File: src/rtl/rxi_pkg.sv
package rxi_pkg;
  typedef enum logic [1:0] {
    RXI_OFF   = 2'b00,
    RXI_FIRST = 2'b01,
    RXI_ALL   = 2'b10,
    RXI_SPEC  = 2'b11
  } rxi_mode_e;

  typedef struct packed {
    logic perr;
    logic ferr;
    logic eof;
  } rxi_flags_t;
endpackage

File: src/rtl/rxi_fifo.sv
module rxi_fifo #(
  parameter int DEPTH = 3,
  parameter int DW    = 8
) (
  input  logic                  clk,
  input  logic                  rst,
  input  logic                  push,
  input  logic [DW-1:0]         push_data,
  input  rxi_pkg::rxi_flags_t   push_flags,
  input  logic                  pop,
  input  logic                  clr_head,
  output logic                  head_valid,
  output logic [DW-1:0]         head_data,
  output rxi_pkg::rxi_flags_t   head_flags,
  output logic                  full
);
  localparam int PW = (DEPTH > 1) ? $clog2(DEPTH) : 1;
  localparam int CW = $clog2(DEPTH + 1);

  logic [DW-1:0]       mem   [DEPTH];
  rxi_pkg::rxi_flags_t flg   [DEPTH];
  logic [PW-1:0]       wr_ptr, rd_ptr;
  logic [CW-1:0]       count;

  function automatic logic [PW-1:0] nxt(input logic [PW-1:0] p);
    return (p == PW'(DEPTH - 1)) ? '0 : p + 1'b1;
  endfunction

  // data array: one write port, no reset, so it can map to RAM
  always_ff @(posedge clk) begin
    if (push) mem[wr_ptr] <= push_data;
  end

  // marker array kept in flops so the head entry can be cleared
  always_ff @(posedge clk) begin
    if (rst) begin
      for (int i = 0; i < DEPTH; i++) flg[i] <= '0;
    end else begin
      if (clr_head) flg[rd_ptr] <= '0;
      if (push)     flg[wr_ptr] <= push_flags;
    end
  end

  always_ff @(posedge clk) begin
    if (rst) begin
      wr_ptr <= '0;
      rd_ptr <= '0;
      count  <= '0;
    end else begin
      if (push) wr_ptr <= nxt(wr_ptr);
      if (pop)  rd_ptr <= nxt(rd_ptr);
      case ({push, pop})
        2'b10:   count <= count + 1'b1;
        2'b01:   count <= count - 1'b1;
        default: count <= count;
      endcase
    end
  end

  assign head_valid = (count != '0);
  assign full       = (count == CW'(DEPTH));
  assign head_data  = head_valid ? mem[rd_ptr] : '0;
  assign head_flags = head_valid ? flg[rd_ptr] : '0;
endmodule

File: src/rtl/rxi_status.sv
module rxi_status #(
  parameter int NF = 4
) (
  input  logic          clk,
  input  logic          rst,
  input  logic [NF-1:0] set,
  input  logic          clr,
  output logic [NF-1:0] q
);
  // a set in the clearing cycle survives the clear
  always_ff @(posedge clk) begin
    if (rst) q <= '0;
    else     q <= (q & ~{NF{clr}}) | set;
  end
endmodule

File: src/rtl/rxi_irq.sv
module rxi_irq (
  input  logic               clk,
  input  logic               rst,
  input  rxi_pkg::rxi_mode_e mode,
  input  logic               ctl_we,
  input  rxi_pkg::rxi_mode_e wr_mode,
  input  logic               rearm,
  input  logic               pop_done,
  input  logic               nonempty,
  input  logic               spec,
  output logic               irq
);
  import rxi_pkg::*;

  logic armed;
  logic irq_d;

  always_ff @(posedge clk) begin
    if (rst)                                armed <= 1'b0;
    else if (ctl_we)                        armed <= (wr_mode == RXI_FIRST);
    else if (rearm)                         armed <= 1'b1;
    else if (pop_done && mode == RXI_FIRST) armed <= 1'b0;
  end

  always_comb begin
    case (mode)
      RXI_OFF:   irq_d = 1'b0;
      RXI_FIRST: irq_d = (armed & nonempty) | spec;
      RXI_ALL:   irq_d = nonempty | spec;
      default:   irq_d = spec;
    endcase
  end

  always_ff @(posedge clk) begin
    if (rst) irq <= 1'b0;
    else     irq <= irq_d;
  end
endmodule

File: src/rtl/rx_irq_mode_ctrl.sv
module rx_irq_mode_ctrl #(
  parameter int DEPTH = 3,
  parameter int DW    = 8
) (
  input  logic          clk,
  input  logic          rst,
  input  logic          ctl_we,
  input  logic [7:0]    ctl_wdata,
  output logic [7:0]    ctl_q,
  input  logic          rx_valid,
  input  logic [DW-1:0] rx_data,
  input  logic          rx_perr,
  input  logic          rx_ferr,
  input  logic          rx_eof,
  input  logic          rx_sync_strip,
  input  logic          rd_en,
  input  logic          err_reset,
  input  logic          rearm,
  output logic          head_valid,
  output logic [DW-1:0] head_data,
  output logic          irq,
  output logic          spec_vec,
  output logic          stat_ovr,
  output logic          stat_perr,
  output logic          stat_ferr,
  output logic          stat_eof
);
  import rxi_pkg::*;

  localparam int MODE_LO = 3;
  localparam int PAR_BIT = 2;
  localparam int NSTAT   = 4;

  logic [7:0]       ctl_r;
  rxi_mode_e        mode, wr_mode;
  logic             par_spec;
  logic             accept, push, ovf, pop, full;
  logic             head_special, hold;
  rxi_flags_t       head_flags, in_flags;
  logic [NSTAT-1:0] st_set, st_q;
  logic             st_clr;

  always_ff @(posedge clk) begin
    if (rst)         ctl_r <= '0;
    else if (ctl_we) ctl_r <= ctl_wdata;
  end

  assign ctl_q    = ctl_r;
  assign mode     = rxi_mode_e'(ctl_r[MODE_LO +: 2]);
  assign wr_mode  = rxi_mode_e'(ctl_wdata[MODE_LO +: 2]);
  assign par_spec = ctl_r[PAR_BIT];

  assign accept   = rx_valid & ~rx_sync_strip;
  assign push     = accept & ~full;
  assign ovf      = accept & full;
  assign in_flags = '{perr: rx_perr, ferr: rx_ferr, eof: rx_eof};

  assign head_special = head_valid &
                        (head_flags.ferr | head_flags.eof | (head_flags.perr & par_spec));
  assign hold = head_special & (mode != RXI_ALL);
  assign pop  = rd_en & head_valid & ~hold;

  rxi_fifo #(.DEPTH(DEPTH), .DW(DW)) fifo_i (
    .clk        (clk),
    .rst        (rst),
    .push       (push),
    .push_data  (rx_data),
    .push_flags (in_flags),
    .pop        (pop),
    .clr_head   (err_reset & head_valid),
    .head_valid (head_valid),
    .head_data  (head_data),
    .head_flags (head_flags),
    .full       (full)
  );

  assign st_set = {ovf, push & rx_perr, push & rx_ferr, push & rx_eof};
  assign st_clr = err_reset | (ctl_we & (wr_mode == RXI_OFF));

  rxi_status #(.NF(NSTAT)) stat_i (
    .clk (clk),
    .rst (rst),
    .set (st_set),
    .clr (st_clr),
    .q   (st_q)
  );

  assign {stat_ovr, stat_perr, stat_ferr, stat_eof} = st_q;
  assign spec_vec = stat_ovr | stat_ferr | stat_eof | (stat_perr & par_spec);

  rxi_irq irq_i (
    .clk      (clk),
    .rst      (rst),
    .mode     (mode),
    .ctl_we   (ctl_we),
    .wr_mode  (wr_mode),
    .rearm    (rearm),
    .pop_done (pop),
    .nonempty (head_valid),
    .spec     (spec_vec),
    .irq      (irq)
  );
endmodule

File: config.mk
export PLATFORM = sky130hd
export DESIGN_NAME = rx_irq_mode_ctrl
export DESIGN_NICKNAME = d
export VERILOG_FILES = /design/src/rtl/rxi_pkg.sv /design/src/rtl/rxi_fifo.sv /design/src/rtl/rxi_status.sv /design/src/rtl/rxi_irq.sv /design/src/rtl/rx_irq_mode_ctrl.sv
export SDC_FILE = /design/constraint.sdc
export NUM_CORES = 1
export LEC_CHECK = 0
export ABC_AREA = 1
export BUFFER_PORTS_ARGS = -buffer_cell sky130_fd_sc_hd__buf_4
export CAP_MARGIN = 30
export CORE_MARGIN = 2
export CORE_UTILIZATION = 40
export DETAILED_ROUTE_END_ITERATION = 10
export RECOVER_POWER = 50
export SYNTH_ARGS = -nofsm -noshare
export SYNTH_HDL_FRONTEND = slang
export SYNTH_SLANG_ARGS = --single-unit
File: constraint.sdc
create_clock -name clk -period 2.9 [get_ports clk]
set_input_delay 0.145 -clock clk [delete_from_list [all_inputs] [get_ports clk]]
set_output_delay 0.145 -clock clk [all_outputs]
set_load 0.01 [all_outputs]
# --- After elaboration in Yosys (flattened, before gate mapping) ---
# Memory sizes are Yosys's and may differ from the RTL's. A register that Yosys moved wholly into a read port is not among the register bits.
# Index checks and enable logic that the tools add are counted.
word_totals:
  reg_bits: 20
  mem_bits_rw: 33
  in_bits: 27
  out_inout_bits: 23
  elab_cells: 87
  memories: 2
memory_table:
  columns: ["memory", "words", "width", "read_ports", "rd_clocked_by_memory_dff", "write_ports", "line_no", "rtl"]
  rows:
  - ["fifo_i.mem", 3, 8, 1, 1, 1, "rxi_fifo.sv:20", "logic [DW-1:0] mem [DEPTH];"]
  - ["fifo_i.flg", 3, 3, 1, 1, 3, "rxi_fifo.sv:21", "rxi_pkg::rxi_flags_t flg [DEPTH];"]
classes:
  n_addsub: 4
  n_eq_ne: 9
  mux: 28
  bitwise: 29
  reduce_logical: 8
ops:
  columns: ["operator", "count"]
  rows:
  - ["two-way mux 2 bit", 8]
  - ["AND 1 bit", 15]
  - ["two-way mux 1 bit", 14]
  - ["== test 2 bit (second input constant)", 5]
  - ["two-way mux 3 bit", 3]
  - ["two-way mux 8 bit", 1]
  - ["OR 1 bit", 8]
  - ["adder 2 x 1 -> 2 bit (second input constant)", 3]
  - ["== test 2 x 1 -> 1 bit (second input constant)", 3]
  - ["OR reduction 3 bit", 2]
  - ["AND 4 bit", 1]
  - ["logical NOT 2 bit", 2]
  - ["inverter 4 bit", 1]
  - ["OR 4 bit", 1]
  - ["one-hot mux 2 bit (2 select lines)", 1]
  - ["nonzero test 2 bit", 2]
  - ["inverter 1 bit", 3]
  - ["one-hot mux 1 bit (3 select lines)", 1]
  - ["nonzero test 3 bit", 1]
  - ["!= test 2 bit (second input constant)", 1]
  - ["subtractor 2 x 1 -> 2 bit (second input constant)", 1]
  - ["logical AND 1 bit", 1]

# --- Depth between registers and ports, before layout ---
# Gate-level depths: netlist (run 1).
logic_depth:
  ltp_word: 12
  mapped_depth: 14
  depth_no_buf: 14

# --- Modules after synthesis ---
# A second synthesis (run 1) with hierarchy kept.
hier_totals:
  cells_unflattened: 290
  area_unflattened_um2: 2613.8
by_module_without_submodules:
  columns: ["mod", "instances", "cells_per_inst", "area_each_um2", "seq_area_each_um2"]
  rows:
  - ["rxi_fifo", 1, 184, 1885.6, 1241.2]
  - ["rx_irq_mode_ctrl", 1, 61, 421.7, 160.2]
  - ["rxi_irq", 1, 28, 172.7, 40.0]
  - ["rxi_status", 1, 17, 133.9, 80.1]

# --- Least setup slack after synthesis (run 1) ---
# No wires, ideal clock.
synth_timing:
  path_type: "register to register"
  from: "register fifo_i.count[0]"
  to: "memory fifo_i.flg[1][0] (netlist name), enable pin"
  setup_ns: 0.362
  t_arrival_ns: 1.313
  required_time_ns: 2.538
  path_slack_ns: 1.225
  stages_incl_launch_ff: 6
  n_path_buf: 0
  period_less_slack_ns: 1.675
  cell_sequence: "dfxtp_1 nand2_1 nand2_2 nor2_1 nand2_1 o311ai_1"
synth_rtl:
  columns: ["item", "line_no", "rtl"]
  rows:
  - ["start, declared", "rxi_fifo.sv:23", "logic [CW-1:0] count;"]
  - ["start signal, assigned", "rxi_fifo.sv:53", "2'b10: count <= count + 1'b1;"]
  - ["start signal, assigned", "rxi_fifo.sv:54", "2'b01: count <= count - 1'b1;"]
  - ["start signal, assigned", "rxi_fifo.sv:55", "default: count <= count;"]
  - ["end, declared", "rxi_fifo.sv:21", null]

==> impl_metrics.py, run 1 <==
metrics = {
    "clocking": {
        "h-tree-depth": 3,
        "cts-resized-gates": 0,
        "cts_buffer_depth": 2,
        "tritoncts": "yes",
        "clk-insertion-delay-late_ns": 0.32,
        "cts_setup_buffers": 0,
        "cts_buffers": 9,
        "cts_sinks": 58,
        "root_buffer": "clkbuf_8",
        "clk_pin_slew_worst_paths_ns": 0.07,
    },
    "worst_setup_path": {
        "reg2reg_depth": 14,
        "worstSetupEndpointType": "flop",
        "critical_path_class": "flop to flop",
        "arrival_ns": 2.34,
        "start_kind": "flop",
        "path_max_fanout": 11,
        "rr_endpoint": "fifo_i.count[1]$_SDFFE_PP0P_",
        "r2r_slack_ns": 0.81,
        "cp.required_ns": 3.15,
    },
    "sta": {
        "fin_crit_ns": 2.09,
        "finalHoldViolCount": 0,
        "setup_viol": 0,
        "fmax_mhz": 479,
        "timing.final.crit_share": 0.720,
        "finalClockSkew_ns": 0.00943,
        "fin_setup_tns_ns": 0,
        "rsz0062_at_grt": "false",
        "slew_headroom": 0.606,
        "worstMarginPinSlew_ns": 0.591,
        "final_max_slew_viol_count": 0,
    },
    "finish": {
        "multi_input_area_um2": 782,
        "finish.utilization": 0.516,
        "drive_above_1_share": 0.223,
        "fin_cells": 389,
        "final-seq-area_um2": 1520,
        "areaGrowthSynthToFinish_pct": 24.1,
        "n_fill_cell": 569,
        "nNetsFinal": 340,
        "antenna_cells": 0,
    },
    "grt": {
        "use_met2": 0.262,
        "met1_usage": 0.206,
        "met3_usage": 0.0543,
        "overflow": 0,
        "antenna_found_initial": 0,
        "grt_pass1_wl_mm": 8.25,
        "grt_max_degree": 21,
        "first_global_vias": 1780,
        "top_usage_layer": "met2",
        "grt_usage": 0.166,
    },
    "drt": {
        "routedWlPerCell_um": 13.1,
        "finalWirelength_mm": 5.10,
        "ant_nets": 0,
        "vias": 1888,
        "drt_iter0_drc": 91,
        "drc": 0,
        "drtPass1Iterations": 4,
        "viasPerCell": 4.85,
    },
    "synthesis": {
        "synthArstFlopShare": 0,
        "synth_seq_area_share": 0.615,
        "ys_top_cells_by_area": "edfxtp_1, dfxtp_1, nand2_1, nor2_1, inv_1",
        "synth-compound-area-share": 0.0940,
        "synth_edf_count": 36,
        "synth_mux_area_frac": 0,
        "synth_flop_cell": "edfxtp_1",
        "synthCells": 250,
        "syn-num-nets": 281,
        "synth_top_family_by_area": "simple AND/OR/NAND/NOR gates",
        "synthSimpleGateAreaFrac": 0.203,
        "synth.most_common_cell": "nand2_1",
        "synth_xor_area_frac": 0,
        "syn_area_um2": 2470,
        "avgSynthCellArea_um2": 9.90,
        "yosys.area.top_type": "edfxtp_1",
        "ys_ff_latch": 58,
        "synth_top_area_frac": 0.437,
        "yosys_warnings": 0,
        "netlist_top_cells_count": "nand2_1, edfxtp_1, nor2_1",
        "synth_fa_ha_area_frac": 0.0202,
        "synth.distinct_cells": 29,
    },
    "pwr": {
        "vdd_drop_max_mv": 0.322,
        "p_total_mw": 1.99,
        "p_leak_nw": 1.29,
        "p_per_area_nw_per_um2": 649,
    },
    "worst_hold_path": {
        "hold_class": "primary input to flop",
        "worstHoldPathCells": 3,
        "hold_end": "ctl_q[5]$_SDFFE_PP0P_",
        "min_from": "ctl_wdata[5]",
    },
    "floorplan": {
        "initial_core_util": 0.416,
        "die_w_um": 82.7,
        "coreArea_um2": 5960,
        "dieArea_um2": 6830,
        "rows": 28,
        "ioPinCount": 50,
        "die_h_um": 82.7,
    },
    "status": {
        "outcome": "complete, no violations",
    },
    "place": {
        "dpl.hpwl_mm": 3.69,
        "port_buffers": 49,
        "post-place-cells": 370,
        "gp_congestion": 0.735,
    },
    "run": {
        "cap_violations": 0,
    },
}
==> worst max-delay path, stage by stage, from the launching register on <==
cell	delay [ns]
dfxtp_1	0.61
inv_2	0.19
nor2_1	0.12
nand3_1	0.07
nand2_1	0.06
nand2_1	0.06
nand3_2	0.12
nand2_4	0.07
inv_2	0.05
ha_1	0.22
inv_1	0.09
nand2_1	0.06
nor2_1	0.12
o21ai_1	0.07
a21oi_1	0.11
==> metal layers <==
metal / vias up / share of wire
met3: 8 / 0.057
met5: - / 0
met2: 67 / 0.49
met4: 0 / 0.017
li1: 958 / -
met1: 855 / 0.44
==> timing repair <==
item | CTS | global route
hold endpoints to repair | 0 | 7
hold buffers | 0 | 3
setup endpoints to repair | 0 | 0
==> worst max-delay path by stage <==
stage,from,end,depth (start not counted)
floorplan,fifo_i.count[0]$_SDFFE_PP0P_,fifo_i.flg[1][0]$_SDFFCE_PN0P_,5
global route,flop,fifo_i.count[1]$_SDFFE_PP0P_,14
finish,flop,fifo_i.count[1]$_SDFFE_PP0P_,14
global placement,flop,fifo_i.count[1]$_SDFFE_PP0P_,14
detailed placement,flop,fifo_i.count[1]$_SDFFE_PP0P_,14
CTS,flop,fifo_i.count[1]$_SDFFE_PP0P_,14
==> sequential cells by signal, indices dropped and copies added, names as in the netlist, named ones only <==
name,count
ctl_q,8
fifo_i.count,2
fifo_i.flg,12
fifo_i.mem,24
fifo_i.rd_ptr,2
fifo_i.wr_ptr,2
irq_i.armed,1
irq_i.irq,1
stat_i.q,4
==> logic make-up (layout without fill, tap and decap cells) <==
| family | after synthesis | after routing |
|---|---|---|
| and+or+nand+nor | 112 | 112 |
| DFF | 58 | 58 |
| buffers and inverters | 39 | 103 |
| AOI/OAI and AO/OA | 37 | 37 |
| adders and majority gates | 4 | 4 |
==> metrics by stage <==
step	hold slack [ns]	worst slack, ns	instance area, um^2
after global routing	0.0588	0.507	3070
after floorplan	0.244	1.22	2470
after CTS	0.00795	0.765	3130
final	0.0432	0.811	3070
after detailed placement	0.345	0.798	2910
after global placement	0.345	0.889	2910
==> cells in the final DEF (no fill, tap or decap), types with 9 or more instances in the layout <==
cell type,netlist,routed
nand2_1,47,48
edfxtp_1,36,36
nor2_1,35,35
buf_4,0,29
clkbuf_1,0,23
dfxtp_1,22,22
inv_1,18,19
nand3_1,13,13
inv_2,13,12
a21oi_1,11,11
clkbuf_8,0,9
==> cell type report <==
class                      count  share of cell area
tap                           75              0.0306
inverter                      32              0.0395
multi-input combinational    153               0.255
timing repair buffer          55               0.109
sequential                    58               0.496
clock inverter                 7              0.0306
clock buffer                   9              0.0403
==> power breakdown <==
part	total (mW)	internal [mW]	switching [mW]
Sequential	0.942	0.914	0.0284
Combinational	0.247	0.100	0.147
Clock	0.802	0.481	0.321
Total	1.99	1.50	0.496
(Power assumes the default switching activity.)
==> run 2: changes to the inputs <==
- ABC_AREA: 1 -> 0
- clock period: 2.9 -> 2.01 ns (I/O delays scaled with it)
==> run 2 against run 1 <==
  * The run now ends with setup timing left
  * Clock power grew 28%
  * Flip-flop and latch count unchanged
  * Maximum frequency grew 0.16%
  * First-iteration DRC count decreased by 2.2%
  * Sequential share of layout area shrank 2.1 points
  * Final cell count is 8.2% lower
  * Final area rose by 4.8%
  * Total power up 42%
  * Via count shrank 7.2%
  * Worst setup slack lost 0.89 ns
  * Worst hold slack got worse by 0.028 ns
  * Utilization is 3.1 points higher
==> impl_metrics.py, run 2 <==
metrics = {
    "worst_hold_path": {
        "min_from": "ctl_wdata[0]",
        "worstHoldPathCells": 3,
        "hold_class": "primary input to flop",
        "hold_end": "ctl_q[0]$_SDFFE_PP0P_",
    },
    "sta": {
        "final_max_slew_viol_count": 0,
        "worstMarginPinSlew_ns": 0.603,
        "fmax_mhz": 480,
        "fin_crit_ns": 2.09,
        "fin_setup_tns_ns": -0.0753,
        "setup_viol": 1,
        "rsz0062_at_grt": "true",
        "timing.final.crit_share": 1.04,
        "setup_slack_ns": -0.0753,
        "slew_headroom": 0.592,
        "finalClockSkew_ns": 0.00586,
        "finalHoldViolCount": 0,
    },
    "clocking": {
        "tritoncts": "yes",
        "root_buffer": "clkbuf_8",
        "clk_pin_slew_worst_paths_ns": 0.07,
        "clk-insertion-delay-late_ns": 0.33,
        "cts_setup_buffers": 0,
        "cts_buffer_depth": 2,
        "cts_buffers": 9,
        "cts_sinks": 58,
        "h-tree-depth": 3,
    },
    "synthesis": {
        "synthArstFlopShare": 0,
        "synth_fa_ha_area_frac": 0.0208,
        "synth_mux_area_frac": 0.0727,
        "synth.most_common_cell": "nor2_1",
        "yosys.area.top_type": "edfxtp_1",
        "syn_area_um2": 2410,
        "netlist_top_cells_count": "nor2_1, edfxtp_1, dfxtp_1",
        "avgSynthCellArea_um2": 11.8,
        "synth_xor_area_frac": 0.00727,
        "ys_ff_latch": 58,
        "synthCells": 205,
        "synth-compound-area-share": 0.0960,
        "ys_top_cells_by_area": "edfxtp_1, dfxtp_1, mux2i_1, nor2_1, a21oi_1",
        "synth.distinct_cells": 35,
        "yosys_warnings": 0,
        "synth_top_area_frac": 0.448,
        "syn-num-nets": 236,
        "synth_top_family_by_area": "simple AND/OR/NAND/NOR gates",
        "synth_edf_count": 36,
        "synth_seq_area_share": 0.631,
        "synth_flop_cell": "edfxtp_1",
        "synthSimpleGateAreaFrac": 0.138,
    },
    "place": {
        "dpl.hpwl_mm": 3.53,
        "port_buffers": 49,
        "place_worst_setup_slack_ns": -0.0424,
        "gp_congestion": 0.760,
    },
    "drt": {
        "routedWlPerCell_um": 14.2,
        "finalWirelength_mm": 5.07,
        "vias": 1753,
        "drtPass1Iterations": 4,
        "drt_iter0_drc": 89,
        "ant_nets": 0,
        "viasPerCell": 4.91,
        "drc": 0,
    },
    "pwr": {
        "vdd_drop_max_mv": 0.511,
        "p_leak_nw": 1.23,
        "p_per_area_nw_per_um2": 876,
    },
    "worst_setup_path": {
        "critical_path_class": "flop to flop",
        "rr_endpoint": "fifo_i.count[1]$_SDFFE_PP0P_",
        "reg2reg_depth": 7,
        "arrival_ns": 2.30,
        "crit-reg2reg-launch": "fifo_i.flg[2][0]$_SDFFCE_PN0P_",
        "path_max_fanout": 2,
        "start_kind": "flop",
        "r2r_slack_ns": -0.08,
        "startpoint": "fifo_i.flg[2][0]$_SDFFCE_PN0P_",
        "worstSetupEndpointType": "flop",
        "cp.required_ns": 2.22,
    },
    "status": {
        "violations": "setup timing",
        "outcome": "complete, but fails checks",
    },
    "floorplan": {
        "die_h_um": 81.6,
        "coreArea_um2": 5890,
        "ioPinCount": 50,
        "rows": 28,
        "initial_core_util": 0.410,
        "dieArea_um2": 6660,
        "die_w_um": 81.6,
    },
    "finish": {
        "finish.utilization": 0.547,
        "areaGrowthSynthToFinish_pct": 33.5,
        "layout_commonest_cell": "nor2_1",
        "nNetsFinal": 308,
        "regMostFlops": "fifo_i.mem",
        "drive_above_1_share": 0.238,
        "final_cell_mix": "nor2_1, edfxtp_1, buf_4",
        "antenna_cells": 0,
        "largest_reg_flops": 24,
    },
    "run": {
        "cap_violations": 0,
    },
    "grt": {
        "grt_usage": 0.174,
        "grt_pass1_wl_mm": 8.26,
        "antenna_found_initial": 0,
        "first_global_vias": 1717,
        "grt_max_degree": 27,
        "overflow": 0,
    },
}
## run 2: worst max path at each step
stage / end / slack, ns / cells past startpoint
finish: fifo_i.count[1]$_SDFFE_PP0P_ / -0.08 / 7
global route: fifo_i.count[1]$_SDFFE_PP0P_ / -0.16 / 7
CTS: fifo_i.count[1]$_SDFFE_PP0P_ / -0.05 / 6
detailed placement: fifo_i.count[1]$_SDFFE_PP0P_ / -0.04 / 6
global placement: fifo_i.count[1]$_SDFFE_PP0P_ / 0.01 / 6
floorplan: fifo_i.count[1]$_SDFFE_PP0P_ / 0.01 / 6
## run 2: stage by stage
stage                     total power, mW  hold slack, ns  area (um^2)  instances
after global placement               1.81           0.295         2990        330
after global routing                 2.95          0.0363         3220        357
final                                2.82          0.0153         3220        357
after floorplan                      1.61           0.199         2470        205
after CTS                            2.86         0.00152         3280        356
after detailed placement             1.81           0.295         2990        330
## run 2: critical path, cell delays in order, from the launching register on
cell and delay (ns):
edfxtp_1 0.41, a2111oi_4 0.35, a211oi_2 0.09, nor4b_4 0.39
ha_1 0.31, buf_4 0.15, o21ai_0 0.20, a21oi_2 0.08
## run 2: metal layers
layer  routed length, um  vias up  GRT usage
met4                  74        0     0.0950
li1                    -      875          -
met2                2560       31      0.288
met3                 143        7     0.0505
met1                2290      840      0.205
met5                   0        -          0
## run 2: repair_timing
item | in CTS | in global routing
gates resized for setup | 0 | 4
hold endpoints to repair | 26 | 1
cloned | 0 | 0
hold buffers | 10 | 1
pin swaps | 1 | 1
endpoints found under the setup margin | 1 | 7
## run 2: where the power goes
group	leakage [nW]	internal, mW	switching, mW
clock network	0.0889	0.566	0.460
registers	0.529	1.32	0.0443
logic	0.614	0.212	0.221
## run 2: cell families after synthesis
kind of cell,count (synthesis)
fa+ha+maj,4
simple gates,71
buf+inv,21
mux,17
flops,58
xor+xnor,2
compound gates,32
## run 2: cell type report
type / count / area, um^2
Clock buffer: 9 / 124
Clock inverter: 7 / 70.1
Sequential cell: 58 / 1530
Tap cell: 75 / 93.8
Multi-Input combinational cell: 126 / 872
Inverter: 11 / 41.3
Timing Repair Buffer: 71 / 490
Fill cell: 531 / 2670
==> run 3: changes to the inputs <==
- SKIP_CTS_REPAIR_TIMING: default -> 1
==> run 3 against run 2 <==
  * The run still ends with setup timing left
  * Clock-buffer cell count stayed put
  * Flip-flop and latch count stayed put
  * Total power is 0.28% lower
  * Sequential power hardly changed
  * Worst setup slack better by 0.010 ns
  * Register-to-register slack hardly changed
  * Sequential share of layout area is 0.47 points higher
  * Routed wire length is 0.67% lower
  * Clock skew is 0.0012 ns lower
  * Global-route usage is 0.21 points lower
  * Critical endpoint unchanged
  * Highest routed layer unchanged
==> impl_metrics.py, run 3 (synthesis results as in run 2) <==
metrics = {
    "sta": {
        "fin_crit_ns": 2.07,
        "setup_viol": 1,
        "finalHoldViolCount": 0,
        "fin_setup_tns_ns": -0.0649,
        "timing.hold.ws_ns": 0.00489,
        "timing.final.crit_share": 1.03,
        "worstMarginPinSlew_ns": 0.601,
        "fmax_mhz": 482,
        "rsz0062_at_grt": "true",
        "finalClockSkew_ns": 0.00464,
        "setup_slack_ns": -0.0649,
        "slew_headroom": 0.593,
        "final_max_slew_viol_count": 0,
    },
    "floorplan": {
        "die_w_um": 81.6,
        "rows": 28,
        "coreArea_um2": 5890,
        "initial_core_util": 0.410,
        "dieArea_um2": 6660,
        "ioPinCount": 50,
        "die_h_um": 81.6,
    },
    "finish": {
        "layout_commonest_cell": "nor2_1",
        "antenna_cells": 0,
        "n_fill_cell": 535,
        "nNetsFinal": 306,
        "finish.utilization": 0.542,
        "stdcell_area_um2": 3190,
        "fin_cells": 355,
        "areaGrowthSynthToFinish_pct": 32.2,
        "final-seq-area_um2": 1530,
        "multi_input_area_um2": 865,
        "largest_reg_flops": 24,
        "regMostFlops": "fifo_i.mem",
        "drive_above_1_share": 0.232,
        "final_cell_mix": "nor2_1, edfxtp_1, buf_4",
    },
    "clocking": {
        "root_buffer": "clkbuf_8",
        "clk_pin_slew_worst_paths_ns": 0.07,
        "h-tree-depth": 3,
        "cts_buffers": 9,
        "clk-insertion-delay-late_ns": 0.33,
        "cts_sinks": 58,
        "cts_buffer_depth": 2,
        "tritoncts": "yes",
    },
    "grt": {
        "first_global_vias": 1675,
        "antenna_found_initial": 0,
        "overflow": 0,
        "grt_usage": 0.172,
        "grt_pass1_wl_mm": 8.12,
        "grt_max_degree": 27,
    },
    "drt": {
        "routedWlPerCell_um": 14.2,
        "finalWirelength_mm": 5.03,
        "drt_iter0_drc": 84,
        "viasPerCell": 4.90,
        "drc": 0,
        "vias": 1740,
        "drtPass1Iterations": 4,
        "ant_nets": 0,
    },
    "place": {
        "placed_area_um2": 2990,
        "gp_congestion": 0.760,
        "port_buffers": 49,
        "dpl.hpwl_mm": 3.53,
        "post-place-cells": 330,
        "place_worst_setup_slack_ns": -0.0424,
    },
    "worst_setup_path": {
        "worstSetupEndpointType": "flop",
        "arrival_ns": 2.29,
        "path_max_fanout": 2,
        "critical_path_class": "flop to flop",
        "cp.required_ns": 2.23,
        "start_kind": "flop",
    },
    "pwr": {
        "pwr-share-comb": 0.151,
        "vdd_drop_max_mv": 0.511,
        "p_leak_nw": 1.22,
        "p_switching_mw": 0.722,
        "p_per_area_nw_per_um2": 882,
        "power_frac_clock": 0.366,
        "swShare": 0.257,
        "seq_power_share": 0.484,
        "p_total_mw": 2.81,
        "internal-power_mw": 2.09,
    },
    "status": {
        "outcome": "complete, but fails checks",
        "violations": "setup timing",
    },
    "run": {
        "cap_violations": 0,
    },
    "worst_hold_path": {
        "hold_class": "primary input to flop",
    },
}
run 3: cell count changes in the layout (fill, tap and decap cells not counted):
cell and change:
buf_4 +2, clkbuf_4 -3, xor2_1 +1, xor2_2 -1, buf_1 +1, dlygate4sd3_1 -2
run 3: path summary, 6_finish.rpt:
check | from | endpoint | slack (ns) | depth (start not counted)
worst max-delay path | fifo_i.flg[2][0]$_SDFFCE_PN0P_ | fifo_i.count[1]$_SDFFE_PP0P_ | -0.06 | 7
worst min register to register | ctl_q[1]$_SDFFE_PP0P_ | ctl_q[1]$_SDFFE_PP0P_ | 0.50 | 2
worst min-delay path | ctl_wdata[1] | ctl_q[1]$_SDFFE_PP0P_ | 0.005 | 3
worst max register to register | fifo_i.flg[2][0]$_SDFFCE_PN0P_ | fifo_i.count[1]$_SDFFE_PP0P_ | -0.06 | 7
run 3: final cells by class:
cell class	count	area share
multi-input cells	126	0.271
repair buffers	69	0.146
inverters	11	0.0130
clock inverters	7	0.0220
flip-flops and latches	58	0.479
well taps	75	0.0294
clock buffers	9	0.0389
run 3: critical path, stage by stage (launching register included):
cell and delay [ns]:
edfxtp_1 0.41, a2111oi_4 0.35, a211oi_2 0.09, nor4b_4 0.38, ha_1 0.31, buf_4 0.14
o21ai_0 0.20, a21oi_2 0.08
run 3: power groups by stage:
stage               Sequential, mW  Combinational [mW]  Clock (mW)
floorplan                     1.38               0.231           0
global placement              1.38               0.424           0
detailed placement            1.39               0.427           0
CTS                           1.36               0.432        1.05
global route                  1.37               0.470        1.11
finish                        1.36               0.424        1.03
run 3: layer usage:
metal | track usage | wire length (um) | vias up | share of wire
met2 | 0.284 | 2570 | 25 | 0.51
met3 | 0.0516 | 158 | 7 | 0.031
li1 | - | - | 877 | -
met1 | 0.200 | 2230 | 831 | 0.44
met5 | 0 | 0 | - | 0
met4 | 0.0950 | 78 | 0 | 0.015
